<file path="config.mk">
export PLATFORM = sky130hd
export DESIGN_NAME = copro_queue_tracker
export DESIGN_NICKNAME = d
export VERILOG_FILES = /design/src/rtl/cqt_pkg.sv /design/src/rtl/cqt_mirror.sv /design/src/rtl/cqt_decoder.sv /design/src/rtl/copro_queue_tracker.sv
export SDC_FILE = /design/constraint.sdc
export NUM_CORES = 1
export LEC_CHECK = 0
export ABC_CLOCK_PERIOD_IN_PS = 4300
export CAP_MARGIN = 25
export CORE_ASPECT_RATIO = 0.8
export CORE_MARGIN = 2
export CORE_UTILIZATION = 55
export DETAILED_ROUTE_END_ITERATION = 12
export DONT_BUFFER_PORTS = 1
export PLACE_DENSITY = 0.75
export SLEW_MARGIN = 15
export SYNTH_ARGS = -nofsm -noshare
export SYNTH_HDL_FRONTEND = slang
export SYNTH_SLANG_ARGS = --single-unit
</file>
<file path="constraint.sdc">
create_clock -name clk -period 4.3 [get_ports clk]
set_input_delay 0.215 -clock clk [delete_from_list [all_inputs] [get_ports clk]]
set_output_delay 0.215 -clock clk [all_outputs]
set_load 0.02 [all_outputs]
</file>
<file path="src/rtl/cqt_pkg.sv">
package cqt_pkg;

    typedef enum logic [1:0] {
        QS_NONE  = 2'b00,
        QS_FIRST = 2'b01,
        QS_FLUSH = 2'b10,
        QS_NEXT  = 2'b11
    } qs_e;

    typedef enum logic {
        DEC_IDLE,
        DEC_NEED_MODRM
    } dec_state_e;

    localparam logic [4:0] ESC_PREFIX = 5'b11011;

    function automatic logic is_escape(input logic [7:0] b);
        return b[7:3] == ESC_PREFIX;
    endfunction

endpackage

</file>
<file path="src/rtl/cqt_mirror.sv">
module cqt_mirror #(
    parameter int BUS_BYTES = 2,
    parameter int DEPTH     = 6
) (
    input  logic                   clk,
    input  logic                   rst_n,
    input  logic                   flush,
    input  logic                   push_en,
    input  logic [8*BUS_BYTES-1:0] push_data,
    input  logic                   pop_req,
    output logic                   head_valid,
    output logic [7:0]             head_byte,
    output logic                   drop
);
    localparam int CW = $clog2(DEPTH + 1);

    logic [7:0]    q     [DEPTH];
    logic [7:0]    nxt_q [DEPTH];
    logic [CW-1:0] cnt;
    logic [CW-1:0] nxt_cnt;
    int            fill;

    // Shift-register queue: slot 0 always holds the oldest byte.
    always_comb begin
        nxt_q = q;
        fill  = int'(cnt);
        drop  = 1'b0;
        if (pop_req && cnt != '0) begin
            for (int s = 0; s < DEPTH - 1; s++) begin
                nxt_q[s] = q[s+1];
            end
            fill = fill - 1;
        end
        if (push_en) begin
            for (int b = 0; b < BUS_BYTES; b++) begin
                if (fill < DEPTH) begin
                    for (int s = 0; s < DEPTH; s++) begin
                        if (s == fill) begin
                            nxt_q[s] = push_data[8*b +: 8];
                        end
                    end
                    fill = fill + 1;
                end else begin
                    drop = 1'b1;
                end
            end
        end
        nxt_cnt = CW'(fill);
    end

    always_ff @(posedge clk) begin
        if (!rst_n || flush) begin
            cnt <= '0;
            for (int s = 0; s < DEPTH; s++) begin
                q[s] <= 8'h00;
            end
        end else begin
            cnt <= nxt_cnt;
            q   <= nxt_q;
        end
    end

    assign head_valid = (cnt != '0);
    assign head_byte  = q[0];

endmodule

</file>
<file path="src/rtl/cqt_decoder.sv">
module cqt_decoder
    import cqt_pkg::*;
(
    input  logic       clk,
    input  logic       rst_n,
    input  qs_e        qs,
    input  logic       head_valid,
    input  logic [7:0] head_byte,
    output logic       esc_valid,
    output logic [7:0] esc_opcode,
    output logic [7:0] esc_modrm
);
    dec_state_e state;
    dec_state_e nxt_state;
    logic [7:0] opc_hold;
    logic       take_first;
    logic       take_next;

    assign take_first = head_valid && (qs == QS_FIRST);
    assign take_next  = head_valid && (qs == QS_NEXT);

    // Transition logic
    always_comb begin
        nxt_state = state;
        unique case (state)
            DEC_IDLE: begin
                if (take_first && is_escape(head_byte)) begin
                    nxt_state = DEC_NEED_MODRM;              // ESC_SEEN
                end                                           // else NON_ESC_DROP
            end
            DEC_NEED_MODRM: begin
                if (take_next) begin
                    nxt_state = DEC_IDLE;                    // MODRM_TAKEN
                end else if (take_first) begin
                    nxt_state = is_escape(head_byte) ? DEC_NEED_MODRM   // RE_ESC
                                                     : DEC_IDLE;        // ABANDON
                end
            end
        endcase
        if (qs == QS_FLUSH) begin
            nxt_state = DEC_IDLE;                            // FLUSHED
        end
    end

    // State register
    always_ff @(posedge clk) begin
        if (!rst_n) begin
            state <= DEC_IDLE;
        end else begin
            state <= nxt_state;
        end
    end

    // Output registers
    always_ff @(posedge clk) begin
        if (!rst_n) begin
            esc_valid  <= 1'b0;
            esc_opcode <= 8'h00;
            esc_modrm  <= 8'h00;
            opc_hold   <= 8'h00;
        end else begin
            esc_valid <= 1'b0;
            if (take_first && is_escape(head_byte)) begin
                opc_hold <= head_byte;
            end
            if (state == DEC_NEED_MODRM && take_next) begin
                esc_valid  <= 1'b1;
                esc_opcode <= opc_hold;
                esc_modrm  <= head_byte;
            end
        end
    end

endmodule

</file>
<file path="src/rtl/copro_queue_tracker.sv">
module copro_queue_tracker
    import cqt_pkg::*;
#(
    parameter int BUS_BYTES = 2,
    parameter int DEPTH     = (BUS_BYTES == 1) ? 4 : 6
) (
    input  logic                   clk,
    input  logic                   rst_n,
    input  logic                   fetch_valid,
    input  logic                   bus_ready,
    input  logic [8*BUS_BYTES-1:0] fetch_data,
    input  logic [1:0]             queue_status,
    output logic                   esc_valid,
    output logic [7:0]             esc_opcode,
    output logic [7:0]             esc_modrm,
    output logic                   overflow
);
    qs_e        qs;
    logic       flush;
    logic       push_en;
    logic       pop_req;
    logic       head_valid;
    logic [7:0] head_byte;
    logic       drop;

    assign qs      = qs_e'(queue_status);
    assign flush   = (qs == QS_FLUSH);
    assign push_en = fetch_valid && bus_ready && !flush;
    assign pop_req = (qs == QS_FIRST) || (qs == QS_NEXT);

    cqt_mirror #(
        .BUS_BYTES (BUS_BYTES),
        .DEPTH     (DEPTH)
    ) u_mirror (
        .clk        (clk),
        .rst_n      (rst_n),
        .flush      (flush),
        .push_en    (push_en),
        .push_data  (fetch_data),
        .pop_req    (pop_req),
        .head_valid (head_valid),
        .head_byte  (head_byte),
        .drop       (drop)
    );

    cqt_decoder u_dec (
        .clk        (clk),
        .rst_n      (rst_n),
        .qs         (qs),
        .head_valid (head_valid),
        .head_byte  (head_byte),
        .esc_valid  (esc_valid),
        .esc_opcode (esc_opcode),
        .esc_modrm  (esc_modrm)
    );

    always_ff @(posedge clk) begin
        if (!rst_n || flush) begin
            overflow <= 1'b0;
        end else if (drop) begin
            overflow <= 1'b1;
        end
    end

endmodule

</file>
==> flow_summary.toml <==
[die]
die_y_um = 87.0
rows = 30
dieArea_mm2 = 0.00938
start_util_pct = 56.4
fp.coreArea_mm2 = 0.00841
fp.dieW_um = 108
num_io_pins = 40

[worst_setup_path]
slowest_stage = "a211oi_4"
path_class = "reg -> reg"
cp_slowest_stage_delay_ps = 470
path_cells = "clkinv_1 -> ha_1 -> nand2b_2 -> o21ai_0 -> o21ai_0 -> nand2b_1 -> ha_1 -> nor4b_2 -> o21ai_0 -> a211oi_4 -> nand3_4 -> a221oi_1 -> o31a_1"
critPathMaxFanout = 16
critPathTopFamily = "compound AO/OA/AOI/OAI gates"
required_ps = 4590
cp.arrival_ps = 4250
end_kind = "flop"
critPathBufInv = 1
start_kind = "flop"
cpMostUsedCell = "o21ai_0"

[route]
detail_route.iter0.violations = 348
vias = 4323
wl_met1_mm = 5.61
dr.max_layer_used = "met4"
firstDrtPassIters = 5
dr_wl_met2_mm = 5.78
avgViaCountPerCell = 6.49
postRouteAntennaNets = 0
wl_per_cell_um = 19.0
met3WireLength_um = 772
wl_mm = 12.6
drc = 0

[grt]
grt.total_usage_pct = 27.5
antenna_found_initial = 0
overflow = 0
grt_max_degree = 48
grt_pass1_vias = 4087
grt_pass1_wl_mm = 20.1

[power_and_ir_drop]
clockPowerShare_pct = 21.6
swShare_pct = 42.3
p_leak_nw = 1.92
comb_power_share_pct = 50.1
power.density_mw_per_mm2 = 566
switching_power_mw = 1.23
total_power_mw = 2.91
intPower_mw = 1.68
peakVddDrop_mv = 0.302
pwr-share-seq_pct = 28.3

[placement]
portBuffers = 0
gp_congestion = 0.924
placed_cells = 639
place_area_mm2 = 0.00479
dpl.hpwl_mm = 8.37

[synthesis]
netlist.area_leader.share_pct = 33.0
synth-edff-count = 0
synthesis.area_mm2 = 0.00474
synth_most_common_cell = "nand2_1"
ys_ff_latch = 78
ys_async_sr_fraction_pct = 0
synth_cell_type_count = 53
synth_flop_cell = "dfxtp_1"
yosys.area.top_type = "dfxtp_1"
yosys-top-cells-area = "dfxtp_1 33%, mux2i_1 11%, nand2_1 7.1%"
ys_seq_area_share_pct = 33.0
postSynthAreaPerCell_um2 = 8.55
syn_nets = 587
synth.cells.most_frequent = "90 x nand2_1, 78 x dfxtp_1, 51 x mux2i_1"
syn_inst = 554
yosysWarnings = 0

[timing]
rsz0062_at_grt = "false"
post-route-min-period_ps = 3960
max-slew-margin-rel_pct = 37.0
post-route-period-util_pct = 92.0
drv_slew = 0
max_slew.worst_pin.slew_ps = 942
finalHoldViolCount = 0
fmax_mhz = 253
setup_viol = 0
tns_ps = 0
fin_skew_ps = 10.9

[final_layout]
drive_gt1_share_pct = 12.1
diodes = 0
fin_area_mm2 = 0.00515
final_cells = 666
utilization_pct = 61.3
nNetsFinal = 582
areaGrowthSynthToFinish_pct = 8.69

[clock_network]
clk_pin_slew_worst_paths_ps = 90
root_buffer = "clkbuf_8"
cts_made_buffers = 9
clk_path_buf_depth = 2
cts_tree = "done"
h-tree-depth = 3
postCtsSetupBuffers = 0
cts_sinks = 78
clock_latency_ps = 350

[job]
maxCapViolCount = 0

[hold_path]
min_path_type = "in -> reg"

[outcome]
status = "complete, no violations"
-- power groups by stage --
stage / registers [mW] / logic, mW / clock network, mW
floorplan: 0.824 / 1.09 / 0
global placement: 0.839 / 1.35 / 0
detailed placement: 0.840 / 1.40 / 0
CTS: 0.823 / 1.42 / 0.637
global route: 0.831 / 1.58 / 0.672
finish: 0.824 / 1.46 / 0.629
-- sequential cells by signal (all words and copies together) (netlist names) --
name	count
u_mirror.cnt	3
overflow	1
u_dec.opc_hold	8
u_mirror.head_byte	8
u_dec.esc_opcode	8
u_dec.esc_modrm	8
u_dec.state	1
u_dec.esc_valid	1
u_mirror.q	40
-- through the flow --
step	hold slack, ps	setup WS, ps
floorplan	339	314
global placement	336	396
detailed placement	339	215
CTS	0.781	141
global route	0.299	10.5
finish	13.0	344
-- path summary, 6_finish.rpt --
kind	start	end	slack (ps)	cells after the start
setup / recovery	u_mirror.cnt[0]	u_mirror.q[11]	340	13
hold / removal	rst_n	u_dec.esc_modrm[6]	10	1
hold reg to reg	u_dec.opc_hold[5]	u_dec.opc_hold[5]	440	2
setup reg to reg	u_mirror.cnt[0]	u_mirror.q[11]	340	13
-- per-layer routing --
layer / up-vias / track usage, %
met5: - / 0
met4: 0 / 12.4
met3: 38 / 6.96
met2: 142 / 44.2
met1: 2105 / 35.1
li1: 2038 / -
-- worst reg2reg max path, delay by kind of cell, from the launching register on --
family                   cells  cell delay (ps)
AND/OR/NAND/NOR              4             1130
buffers and inverters        1              220
flip-flops                   1              350
AO/OA/AOI/OAI                6             1670
adder cells (fa/ha/maj)      2              540
-- layout make-up --
| class | count | area, um^2 |
|---|---|---|
| clock inverter | 6 | 93.8 |
| clock buffer | 10 | 138 |
| fill | 758 | 3260 |
| tap | 112 | 140 |
| multi-input combinational | 423 | 2970 |
| sequential | 78 | 1560 |
| timing repair buffer | 21 | 190 |
| inverter | 16 | 60.1 |
-- cell usage in the layout (no fill, tap or decap), types with 14 or more instances in the layout --
cell type  synthesis  routed
inv_1             15      15
a21boi_0          17      17
nand2_1           90      90
o2111ai_1         14      14
nor2_1            23      22
o21ai_0           46      46
dfxtp_1           78      78
o21a_1            15      15
o311a_1           16      16
mux2_2            25      25
a21oi_1           33      33
mux2i_1           51      51
-- kinds of logic (layout without fill, tap and decap cells) --
logic type	after synthesis	count (layout)	synth area share (%)
xor gates and xnor gates	2	2	0.370
adders and majority gates	11	11	2.90
buffers and inverters	53	53	4.88
AOI/OAI and AO/OA	174	174	26.3
DFF	78	78	33.0
and+or+nand+nor	160	160	15.9
muxes	76	76	16.7
-- repair_timing --
item                                    in CTS  in global routing
resized for setup                            0                  2
hold buffers                                 9                  1
endpoints found under the hold margin       32                  2
endpoints found under the setup margin       0                 42
Power figures use the tool's default switching activity.
